==> src/rtl/uart_rx_fifo_pkg.sv <==
package uart_rx_fifo_pkg;

  localparam logic [7:0] CTRL_KEEP_MASK = 8'hC9;

  function automatic logic [4:0] level_of(input logic [1:0] code);
    case (code)
      2'b00:   level_of = 5'd1;
      2'b01:   level_of = 5'd4;
      2'b10:   level_of = 5'd8;
      default: level_of = 5'd14;
    endcase
  endfunction

  function automatic logic [3:0] frame_bits(input logic [3:0] lc);
    frame_bits = 4'd5 + {2'b00, lc[1:0]} + (lc[2] ? 4'd2 : 4'd1) + {3'b000, lc[3]};
  endfunction

endpackage

==> src/rtl/rxf_ctrl_reg.sv <==
module rxf_ctrl_reg
  import uart_rx_fifo_pkg::*;
(
  input  logic       clk,
  input  logic       rst_n,
  input  logic       wr,
  input  logic [7:0] wdata,
  output logic [7:0] ctrl_q,
  output logic       flush_rx,
  output logic       flush_tx_pulse
);
  logic apply, toggled, flush_tx;

  assign apply    = wr && (wdata != ctrl_q);
  assign toggled  = wdata[0] ^ ctrl_q[0];
  assign flush_rx = apply && (wdata[1] || toggled);
  assign flush_tx = apply && (wdata[2] || toggled);

  always_ff @(posedge clk or negedge rst_n) begin
    if (!rst_n) begin
      ctrl_q         <= '0;
      flush_tx_pulse <= 1'b0;
    end else begin
      flush_tx_pulse <= flush_tx;
      if (apply) ctrl_q <= wdata & CTRL_KEEP_MASK;
    end
  end
endmodule

==> src/rtl/rxf_ring.sv <==
module rxf_ring #(
  parameter int DW    = 8,
  parameter int DEPTH = 16,
  localparam int AW   = $clog2(DEPTH),
  localparam int CW   = $clog2(DEPTH + 1)
) (
  input  logic          clk,
  input  logic          rst_n,
  input  logic          flush,
  input  logic          single,
  input  logic          push_valid,
  input  logic [DW-1:0] push_data,
  input  logic          push_brk,
  input  logic          pop,
  output logic [DW-1:0] head_data,
  output logic [CW-1:0] count,
  output logic          brk,
  output logic          push_ok,
  output logic          pop_ok,
  output logic          drop
);
  logic [DW-1:0] mem [DEPTH];
  logic [AW-1:0] wptr, rptr;
  logic          full;

  assign full    = single ? (count != '0) : (count == CW'(DEPTH));
  assign pop_ok  = pop && (count != '0) && !flush;
  assign push_ok = push_valid && !flush && (!full || pop_ok);
  assign drop    = push_valid && !flush && !push_ok;

  function automatic logic [AW-1:0] nxt(input logic [AW-1:0] p);
    nxt = (p == AW'(DEPTH - 1)) ? '0 : p + 1'b1;
  endfunction

  for (genvar i = 0; i < DEPTH; i++) begin : g_cell
    always_ff @(posedge clk) begin
      if (push_ok && (wptr == AW'(i))) mem[i] <= push_data;
    end
  end

  assign head_data = (count != '0) ? mem[rptr] : '0;

  always_ff @(posedge clk or negedge rst_n) begin
    if (!rst_n) begin
      wptr  <= '0;
      rptr  <= '0;
      count <= '0;
      brk   <= 1'b0;
    end else if (flush) begin
      wptr  <= '0;
      rptr  <= '0;
      count <= '0;
      brk   <= 1'b0;
    end else begin
      if (push_ok) wptr <= nxt(wptr);
      if (pop_ok)  rptr <= nxt(rptr);
      if (push_ok && !pop_ok)      count <= count + 1'b1;
      else if (pop_ok && !push_ok) count <= count - 1'b1;
      if (push_ok && push_brk)                        brk <= 1'b1;
      else if (pop_ok && !push_ok && count == CW'(1)) brk <= 1'b0;
    end
  end
endmodule

==> src/rtl/rxf_char_timer.sv <==
module rxf_char_timer
  import uart_rx_fifo_pkg::*;
#(
  parameter int TMO_CHARS = 4,
  localparam int LIM_MAX  = 11 * TMO_CHARS,
  localparam int TW       = $clog2(LIM_MAX + 1)
) (
  input  logic       clk,
  input  logic       rst_n,
  input  logic [3:0] lcr,
  input  logic       tick,
  input  logic       restart,
  input  logic       cancel,
  input  logic       clear_pend,
  input  logic       nonempty,
  output logic       pend
);
  logic [TW-1:0] limit, cnt;
  logic          armed, expire;

  assign limit  = TW'(frame_bits(lcr)) * TW'(TMO_CHARS);
  assign expire = armed && tick && !restart && !cancel && (cnt == limit - 1'b1);

  always_ff @(posedge clk or negedge rst_n) begin
    if (!rst_n) begin
      armed <= 1'b0;
      cnt   <= '0;
      pend  <= 1'b0;
    end else begin
      if (cancel) begin
        armed <= 1'b0;
        cnt   <= '0;
      end else if (restart) begin
        armed <= 1'b1;
        cnt   <= '0;
      end else if (expire) begin
        armed <= 1'b0;
        cnt   <= '0;
      end else if (armed && tick) begin
        cnt <= cnt + 1'b1;
      end
      if (cancel || clear_pend)   pend <= 1'b0;
      else if (expire && nonempty) pend <= 1'b1;
    end
  end
endmodule

==> src/rtl/uart_rx_fifo.sv <==
module uart_rx_fifo
  import uart_rx_fifo_pkg::*;
#(
  parameter int DEPTH     = 16,
  parameter int TMO_CHARS = 4,
  localparam int CW       = $clog2(DEPTH + 1)
) (
  input  logic          clk,
  input  logic          rst_n,
  input  logic          baud_tick,
  input  logic [3:0]    lcr,
  input  logic          fcr_wr,
  input  logic [7:0]    fcr_wdata,
  input  logic          rx_valid,
  input  logic [7:0]    rx_data,
  input  logic          rx_break,
  input  logic          rd_en,
  output logic [7:0]    rd_data,
  output logic [CW-1:0] count,
  output logic          data_ready,
  output logic          break_ind,
  output logic [4:0]    trig_level,
  output logic          timeout_pend,
  output logic          overrun,
  output logic          fifo_en,
  output logic          dma_mode,
  output logic          tx_flush
);
  logic [7:0] ctrl_q;
  logic       flush_rx, push_ok, pop_ok, drop;
  logic       t_restart, t_cancel;

  rxf_ctrl_reg u_ctrl (
    .clk, .rst_n, .wr(fcr_wr), .wdata(fcr_wdata),
    .ctrl_q, .flush_rx, .flush_tx_pulse(tx_flush)
  );

  assign fifo_en    = ctrl_q[0];
  assign dma_mode   = ctrl_q[3];
  assign trig_level = level_of(ctrl_q[7:6]);

  rxf_ring #(.DW(8), .DEPTH(DEPTH)) u_ring (
    .clk, .rst_n, .flush(flush_rx), .single(!fifo_en),
    .push_valid(rx_valid), .push_data(rx_data), .push_brk(rx_break),
    .pop(rd_en), .head_data(rd_data), .count, .brk(break_ind),
    .push_ok, .pop_ok, .drop
  );

  assign data_ready = (count != '0);

  assign t_restart = fifo_en && (push_ok || (pop_ok && count > CW'(1)));
  assign t_cancel  = flush_rx || !fifo_en || (pop_ok && !push_ok && count == CW'(1));

  rxf_char_timer #(.TMO_CHARS(TMO_CHARS)) u_tmo (
    .clk, .rst_n, .lcr, .tick(baud_tick),
    .restart(t_restart), .cancel(t_cancel), .clear_pend(rd_en),
    .nonempty(data_ready), .pend(timeout_pend)
  );

  always_ff @(posedge clk or negedge rst_n) begin
    if (!rst_n) overrun <= 1'b0;
    else        overrun <= drop;
  end
endmodule

==> config.mk <==
export PLATFORM = sky130hd
export DESIGN_NAME = uart_rx_fifo
export DESIGN_NICKNAME = d
export VERILOG_FILES = /design/src/rtl/uart_rx_fifo_pkg.sv /design/src/rtl/rxf_ctrl_reg.sv /design/src/rtl/rxf_ring.sv /design/src/rtl/rxf_char_timer.sv /design/src/rtl/uart_rx_fifo.sv
export SDC_FILE = /design/constraint.sdc
export NUM_CORES = 1
export LEC_CHECK = 0
export ABC_AREA = 1
export BUFFER_PORTS_ARGS = -buffer_cell sky130_fd_sc_hd__buf_2
export CAP_MARGIN = 20
export CORE_MARGIN = 2
export CORE_UTILIZATION = 25
export CTS_CLUSTER_SIZE = 24
export DETAILED_ROUTE_END_ITERATION = 10
export PLACE_DENSITY = 0.41
export REMOVE_ABC_BUFFERS = 1
export SETUP_SLACK_MARGIN = 0.02
export SLEW_MARGIN = 20
export SYNTH_ARGS = -nofsm -noshare
export SYNTH_HDL_FRONTEND = slang
export SYNTH_SLANG_ARGS = --single-unit
==> constraint.sdc <==
create_clock -name clk -period 5.8 [get_ports clk]
set_input_delay 1.16 -clock clk [delete_from_list [all_inputs] [get_ports clk]]
set_output_delay 1.16 -clock clk [all_outputs]
set_load 0.02 [all_outputs]
---- After elaboration in Yosys (flattened, before gate mapping) ----
Memories as Yosys holds them, arrays and structs flattened.
Cells that the tools add are included.
word-level totals
  logic and storage cells ................. 220
  memories ................................ 1
  input port bits ......................... 27
  register bits after elaboration ......... 28
  RAM bits ................................ 128
  output and inout port bits .............. 25
operators by class
  order comparisons ....................... 1
  reductions and logical operators ........ 74
  equal/unequal tests ..................... 22
  add/subtract/negate cells ............... 9
  bitwise operators ....................... 1
  multiplexer cells ....................... 102
memories
  memory      depth  bits a word  read ports  clocked after memory_dff  write ports  RTL line        RTL
  u_ring.mem  16     8            1           0                         1            rxf_ring.sv:22  logic [DW-1:0] mem [DEPTH];
operator list
  kind                 count
  $mux 8               16
  $reduce_or 8->1      15
  $mux 4               21
  $mux 1               56
  $eq 4x4->1 const B   9
  $logic_and 1x1->1    35
  $mux 6               4
  $eq 4x3->1 const B   4
  $mux 5               3
  $pmux 4 s3           1
  $reduce_bool 3->1    3
  $add 4x1->4 const B  2
  $eq 4x2->1 const B   2
  $ne 8x8->1           1
  $logic_not 1->1      7
  $logic_or 1x1->1     7
  $add 6x1->6 const B  1
  $eq 6x6->1           1
  $reduce_bool 2->1    3
  $sub 6x1->6 const B  1
  $add 5x1->5 const B  1
  $eq 5x1->1 const B   1
  $eq 5x5->1 const B   1
  $gt 5x1->1 const B   1
  other kinds (13)     13

---- Depth between registers and ports, before layout ----
Gate-level depths: netlist of run 1.
  depth after elaboration ................. 26
  depth in mapped cells ................... 17
  mapped depth without buffers ............ 17

---- Modules after synthesis ----
A second synthesis of run 1 with hierarchy kept.
second synthesis, totals
  cell total of the unflattened synthesis .. 695
  area, all modules ....................... 7283.2 µm²
modules (own cells, without submodules)
  module          sequential area each (µm²)  area each (µm²)  cells each  times used
  rxf_ring        4194.0                      6167.2           535         1
  rxf_char_timer  200.2                       666.9            89          1
  rxf_ctrl_reg    125.1                       346.6            52          1
  uart_rx_fifo    25.0                        102.6            19          1

---- Least setup slack after synthesis of run 1 ----
OpenSTA, ideal clock, no wires.
  kind .................................... input port to flip-flop
  from .................................... input lcr[3]
  to ...................................... register u_tmo.cnt[5]
  data required time ...................... 5.672 ns
  arrival time ............................ 3.218 ns
  buffers on the path ..................... 0
  slack ................................... 2.454 ns
  cell stages on the path ................. 16
  setup time .............................. 0.128 ns
  path through ............................ inv_1 -> ha_1 -> inv_1 -> ha_1 -> inv_1 -> fa_1 -> ha_1 -> xnor2_1 -> inv_1 -> nand2_1 -> nand2_1 -> nor2_1 -> nand2_1 -> nor2_1 -> nand3b_1 -> o22ai_1
between the ends
  word-level cells in the longest chain between the ends .. 7
  elaborated cells between the ends (all ways) .. 8
  those cells by class .................... add/sub (2); eq/ne (1); mux (3); reduce/logical (2)
ends and longest elaborated chain
  what                    RTL line                RTL
  start: declaration      uart_rx_fifo.sv:11      input logic [3:0] lcr,
  $add 4x1->4 *           uart_rx_fifo_pkg.sv:15  frame_bits = 4'd5 + {2'b00, lc[1:0]} + (lc[2] ? 4'd2 : 4'd1) + {3'b000, lc[3]};
  $sub 6x1->6 *           rxf_char_timer.sv:22    assign expire = armed && tick && !restart && !cancel && (cnt == limit - 1'b1);
  $eq 6x6->1 *            rxf_char_timer.sv:22
  $logic_and 1x1->1 *     rxf_char_timer.sv:22
  $mux 6                  rxf_char_timer.sv:36    end else if (expire) begin
  $mux 6                  rxf_char_timer.sv:33    end else if (restart) begin
  $mux 6                  rxf_char_timer.sv:30    if (cancel) begin
  end signal: assignment  rxf_char_timer.sv:40    cnt <= cnt + 1'b1;
  end: declaration        rxf_char_timer.sv:18    logic [TW-1:0] limit, cnt;
Mark *: on every way between the ends. The rest lies on a longest branch, timed or not.
A chain may end at the register's enable or synchronous reset.

---- Worst setup path in the final report of run 1 ----
  from .................................... register u_ring.rptr[3]
  to ...................................... output rd_data[1]
between the ends
  word-level cells in the longest chain between the ends .. 2
ends and longest elaborated chain
  what                      RTL line            RTL
  start: declaration        rxf_ring.sv:23      logic [AW-1:0] wptr, rptr;
  start signal: assignment  rxf_ring.sv:56      if (pop_ok) rptr <= nxt(rptr);
  $mem_v2 16x8              n/a
  $mux 8                    rxf_ring.sv:41      assign head_data = (count != '0) ? mem[rptr] : '0;
  end: declaration          uart_rx_fifo.sv:18  output logic [7:0] rd_data,
Every way passes these cells.

==> metrics, run 1 <==
average via count per standard cell=~4.5; final count of negative-setup-slack endpoints=0; PortBufs=50; initial antenna violation count=0; maximum vdd ir drop=~0.00019 V; Fmax achieved=262 MHz; Diodes inserted=0; Required @ worst endpoint=4.64 ns; antenna-violating nets left=0; Die W=roughly 170 um; Worst-path clk slew=0.06 ns; Ports=52; vias in the first global route=4772; Mean Syn Cell Area=~11 um^2; RSZ-0062 raised after global routing=false; pwr dens=420 mW/mm^2; Core ar.=0.0277 mm^2; Critical path buffers and inverters=2; Die Ht=172 um; # hold bufs at CTS=0; Post-layout nets=roughly 710; clock root buffer=clkbuf_16; Post-CTS Setup Repair Bufs=0; Overflow after GRT=0; first-pass GRT wire length=27400 um; CP Max Fanout=10; CTS buffer count=17; crit end category=primary output; Area contributors post-synth=edfxtp_1, dfrtp_1, nor2_1; setup ws final=1.98 ns; WL/cell=~17 um; clock latency on the worst-skew pair=0.42 ns; YS warnings=0; count leader, synth=edfxtp_1; max incr delay on CP=0.81 ns; GRT Total Usage=about an eighth; Filler Cell Count=between 2000 and 3000; starting density of the core=between 20 and 30%; Site Rows=61; Cell Area, Placed=0.00767 mm^2; multi-input logic area=0.00217 mm^2; hold path depth=2; Clock Sink Count=156; drt total wl=~17000 um; Slew Limit Fails=0; Slew headroom=26.9%; Design Power=3.44 mW; synthesized flop and latch total=around 160; status=completed; Iter 0 DRT Violations=292; Leak=3.03 nW; Fin. Hold Viols=0; Worst Tran Pin Value=1.09 ns; WP depth=5; cts repair resizes=0; final worst-path cycle share=approximately 66%; Post-synth top cells=edfxtp_1, nor2_1, nand2_1; CTS tree=yes; Final Skew=between 0.006 and 0.007 ns; fin area=between 0.008 and 0.009 mm^2; Synth async-reset ratio=17.9%; Crit Path Class=flip-flop to primary output; Via Count=between 4000 and 5000; max-cap viol count=0; pin count of the biggest net entering global routing=67; Critical Path Start Type=flip-flop; H-tree levels=4; R2R cell count=11; CP delay by family, top=simple AND/OR/NAND/NOR gates; DIE AREA=a little under 0.03 mm^2; Worst Path Arrival=2.66 ns; layout cell share with drive strength beyond 1=15.9%; Synth area leader=edfxtp_1; Final Util=between 20% and 30%; 1st-pass router iterations=5; Yosys cell types=44; Hold Crit Class=flip-flop to flip-flop; sequential-to-total area share from yosys stat=64.6%; min Tclk post-route=about 3.8 ns; ys flop type=edfxtp_1; Post-DP HPWL=between 10000 and 15000 um; top cell type's share of synthesized area=54.7%; CP cell instances=clkinv_1 -> nor2_1 -> nand2_1 -> a31oi_1 -> buf_2; register area=0.00455 mm^2; Post-synth EDFFs=between 100 and 150; CP max-delay cell=nor2_1; worst-case clock buffer depth=2; synth-to-layout area growth=16.6%; # DRC=0; Synth Instances=617; TNS Setup=0 ns; GPL Wtd Cong=0.797; mapped cell area=0.00703 mm^2; dpl ws=2.09 ns
[worst reg2reg max path, cell delays in order, from the launching register on]
cell	delay [ns]
dfrtp_1	0.46
inv_1	0.11
ha_1	0.27
nand3_4	0.15
nand2_4	0.10
inv_4	0.09
nand2_8	0.06
nand2_4	0.07
nand2_4	0.07
inv_1	0.18
nand2_1	0.16
nor2_1	0.85
[report_power, final]
part | switching (mW) | internal, mW | total [mW]
Combinational | 0.733 | 0.336 | 1.07
Sequential | 0.0818 | 1.28 | 1.36
Clock | 0.431 | 0.582 | 1.01
[cell usage in the layout, fill, tap and decap left out, drive strengths merged, types with 7 or more instances in the layout]
cell type	count
nand2	90
a31oi	7
clkinv	11
o32ai	19
nand3	23
mux2i	12
buf	52
inv	55
nor2	106
a21oi	10
ha	13
clkbuf	18
dfrtp	28
o21ai	53
o221ai	11
edfxtp	128
[worst paths after layout]
check	startpoint	end	slack [ns]
max in group asynchronous	rst_n	u_ring.rptr[1]	4.56
worst max register to register	u_ring.count[0]	u_ring.mem[5][2]	2.84
min in group asynchronous	rst_n	overrun	0.77
worst min register to register	u_tmo.armed	u_tmo.armed	0.48
worst max-delay path	u_ring.rptr[3]	rd_data[1]	1.98
worst min-delay path	u_tmo.armed	u_tmo.armed	0.48
[routing by layer]
metal / vias up / global-route usage, % / wire, um
li1: 2269 / - / -
met1: 2312 / 17.2 / 8480
met2: 113 / 19.9 / 8000
met3: 10 / 2.88 / 779
met4: 0 / 3.32 / 148
met5: - / 0 / 0
[stage by stage]
| stage | cells | hold WS (ns) |
|---|---|---|
| final | 1053 | 0.478 |
| after global routing | 1053 | 0.529 |
| after CTS | 1053 | 0.487 |
| after detailed placement | 1022 | 0.471 |
| after global placement | 1022 | 0.467 |
| after floorplan | 592 | 0.442 |
[sequential cells by signal (all words and copies together) (netlist names)]
signal and flops:
u_ring.mem 128, u_tmo.cnt 6, u_ring.count 5, u_ctrl.ctrl_q 4, u_ring.rptr 4, u_ring.wptr 4
overrun 1, u_ctrl.flush_tx_pulse 1, u_ring.brk 1, u_tmo.armed 1, u_tmo.pend 1
[cells by family (layout without fill, tap and decap cells)]
kind of cell | after synthesis | count (layout) | synth area share [%]
and+or+nand+nor | 231 | 231 | 14.8
DFF | 156 | 156 | 64.6
AOI/OAI and AO/OA | 113 | 113 | 10.5
buffers and inverters | 81 | 139 | 4.50
adders and majority gates | 15 | 15 | 2.88
muxes | 12 | 12 | 1.71
xor gates and xnor gates | 8 | 8 | 0.996
other | 1 | 1 | 0.0533
[area by class of cell]
cell class                 count  area share [%]
timing repair buffer          52            3.23
clock inverter                13            1.24
tap                          378            5.77
sequential                   156            55.4
multi-input combinational    380            26.5
inverter                      56            2.61
clock buffer                  18            5.23
Power figures use the tool's default switching activity.
==> inputs of run 2 (changes only) <==
Clock period 5.8 ns to 3.7 ns, I/O delays scaled along.
==> run 2 against run 1 <==
Net effect:
- count of clock-buffer cells in the layout decreased by 1
- hold slack got worse by 0.13 ns
- combinational power is 60% higher
- flip-flop and latch count unchanged
- cell area grew 3.5%
- register-to-register slack got worse by 1.8 ns
- clock skew rose by 0.0043 ns
- power increased by 66%
- critical path type unchanged
- largest cell class unchanged
==> metrics, run 2 (synthesis gave the netlist of run 1 again) <==
GPL Wtd Cong=about 0.79; Comb power frac=between 30% and 40%; Required @ worst endpoint=around 3.0 ns; Filler Cell Count=~2800; GRT Total Usage=approximately an eighth; synth-to-layout area growth=20.7%; layout cell share with drive strength beyond 1=19.0%; dpl cells=1042; Worst Path Arrival=around 2.4 ns; final std cells w/o fill=1074; 1st-pass router iterations=5; PortBufs=50; Via Count=roughly 4800; first-pass GRT wire length=26700 um; r2r setup slk=1.00 ns; WL/cell=16.0 um; Clock Sink Count=156; most frequent cells in the layout=edfxtp_1, nor2_1, nand2_1; final count of negative-setup-slack endpoints=0; most common cell after layout, fill and taps aside=edfxtp_1; vias in the first global route=4657; drt total wl=17200 um; DIE AREA=between 0.02 and 0.03 mm^2; Fmax achieved=around 320 MHz; setup ws final=0.553 ns; starting density of the core=25.4%; Worst Tran Pin Value=0.677 ns; Slew Limit Fails=0; R2R Path Start=u_ring.count[0]; antenna-violating nets left=0; Leak=3.20 nW; Fin. Hold Viols=0; cts repair resizes=0; sw frac=35.8%; Reg power frac=37.4%; crit path capture=rd_data[7]; Worst-path clk slew=0.07 ns; RSZ-0062 raised after global routing=false; Hold Crit Class=input pin to async pin; CP max-delay cell=dfrtp_2; Int Pwr=3.67 mW; Ports=52; max reg flops=128; max-cap viol count=0; crit end category=primary output; Diodes inserted=0; status=completed; initial antenna violation count=0; TNS Setup=0 ns; min Tclk post-route=3.15 ns; Clock power frac=between 30% and 40%; worst-case clock buffer depth=2; Die Ht=around 170 um; CTS buffer count=17; register area=0.00455 mm^2; r2r endpoint=u_ring.mem[2][1]; Iter 0 DRT Violations=273; Critical Path Source=u_ring.rptr[1]; Final Skew=0.0109 ns; Reg with most FFs=u_ring.mem; pwr dens=673 mW/mm^2; H-tree levels=4; Core ar.=between 0.02 and 0.03 mm^2; pin count of the biggest net entering global routing=67; R2R cell count=12; max incr delay on CP=0.80 ns; CP cell instances=buf_12 -> o21ai_0 -> o221ai_1 -> o211ai_1 -> a21oi_1 -> buf_2; Die W=~170 um; # hold bufs at CTS=0; average via count per standard cell=between 4 and 5; CTS tree=yes; dpl ws=0.419 ns; Slew headroom=a little over half; Crit Path Class=flip-flop to primary output; clock latency on the worst-skew pair=0.43 ns; maximum vdd ir drop=0.000333 V; final worst-path cycle share=85.0%; CP Max Fanout=36; switching power=a little over 2 mW; clock root buffer=clkbuf_16; multi-input logic area=between 0.002 and 0.0025 mm^2; Post-DP HPWL=11300 um; # DRC=0; Critical Path Start Type=flip-flop; Post-CTS Setup Repair Bufs=0; Largest regs=u_ring.mem: 128 flops, u_tmo.cnt: 6 flops, u_ring.count: 5 flops; Site Rows=61; Post-layout nets=725; Overflow after GRT=0
run 2: cell count changes in the layout (fill, tap and decap cells not counted):
cell | previous run | this run
inv_6 | 2 | 4
bufinv_16 | 1 | 3
inv_2 | 5 | 6
buf_4 | 2 | 19
inv_8 | 0 | 3
clkinv_8 | 0 | 1
clkinv_2 | 4 | 0
clkinv_4 | 1 | 3
clkinv_1 | 6 | 3
clkbuf_1 | 1 | 0
buf_12 | 0 | 3
clkinvlp_4 | 2 | 0
run 2: stage by stage:
step,util (%),instance area (um^2),power [mW],hold slack (ns)
after floorplan,-,6930,3.25,0.442
after detailed placement,28.4,7860,3.91,0.463
after CTS,30.6,8490,5.78,0.362
final,30.6,8490,5.71,0.352
after global placement,28.4,7860,3.87,0.470
after global routing,30.6,8490,6.03,0.393
run 2: how the worst min path moves through the flow:
stage | startpoint | to | slack [ns]
4_1_cts | rst_n | u_ring.count[4] | 0.36
2_1_floorplan | rst_n | overrun | 0.44
3_5_place_dp | u_tmo.armed | u_tmo.armed | 0.46
3_3_place_gp | u_tmo.armed | u_tmo.armed | 0.47
6_report | rst_n | u_ring.count[1] | 0.35
5_1_grt | rst_n | u_ring.count[4] | 0.39
run 2: per-layer routing:
layer	part of all wire, %	global-route usage [%]	vias to the layer above
li1	-	-	2315
met1	49	17.2	2353
met2	45	18.7	122
met3	4.7	2.88	7
met4	0.70	3.10	0
met5	0	0	-
run 2: power groups by stage:
| stage | Clock [mW] | Sequential, mW | Combinational, mW |
|---|---|---|---|
| finish | 1.86 | 2.14 | 1.71 |
| global placement | 0 | 2.17 | 1.70 |
| detailed placement | 0 | 2.17 | 1.73 |
| CTS | 1.91 | 2.14 | 1.73 |
| global route | 1.98 | 2.15 | 1.90 |
| floorplan | 0 | 2.26 | 0.989 |
run 2: cell type report:
cell class	instances	share of cell area (%)
timing repair buffer	72	5.34
clock inverter	15	2.42
inverter	56	2.51
sequential	156	53.6
clock buffer	17	5.01
tap	378	5.57
multi-input combinational	380	25.6
run 2: critical path: cells and delay by family, from the launching register on:
family / cells / cell delay (ns)
DFF: 1 / 0.80
buffers and inverters: 2 / 0.46
AOI/OAI and AO/OA: 4 / 0.69
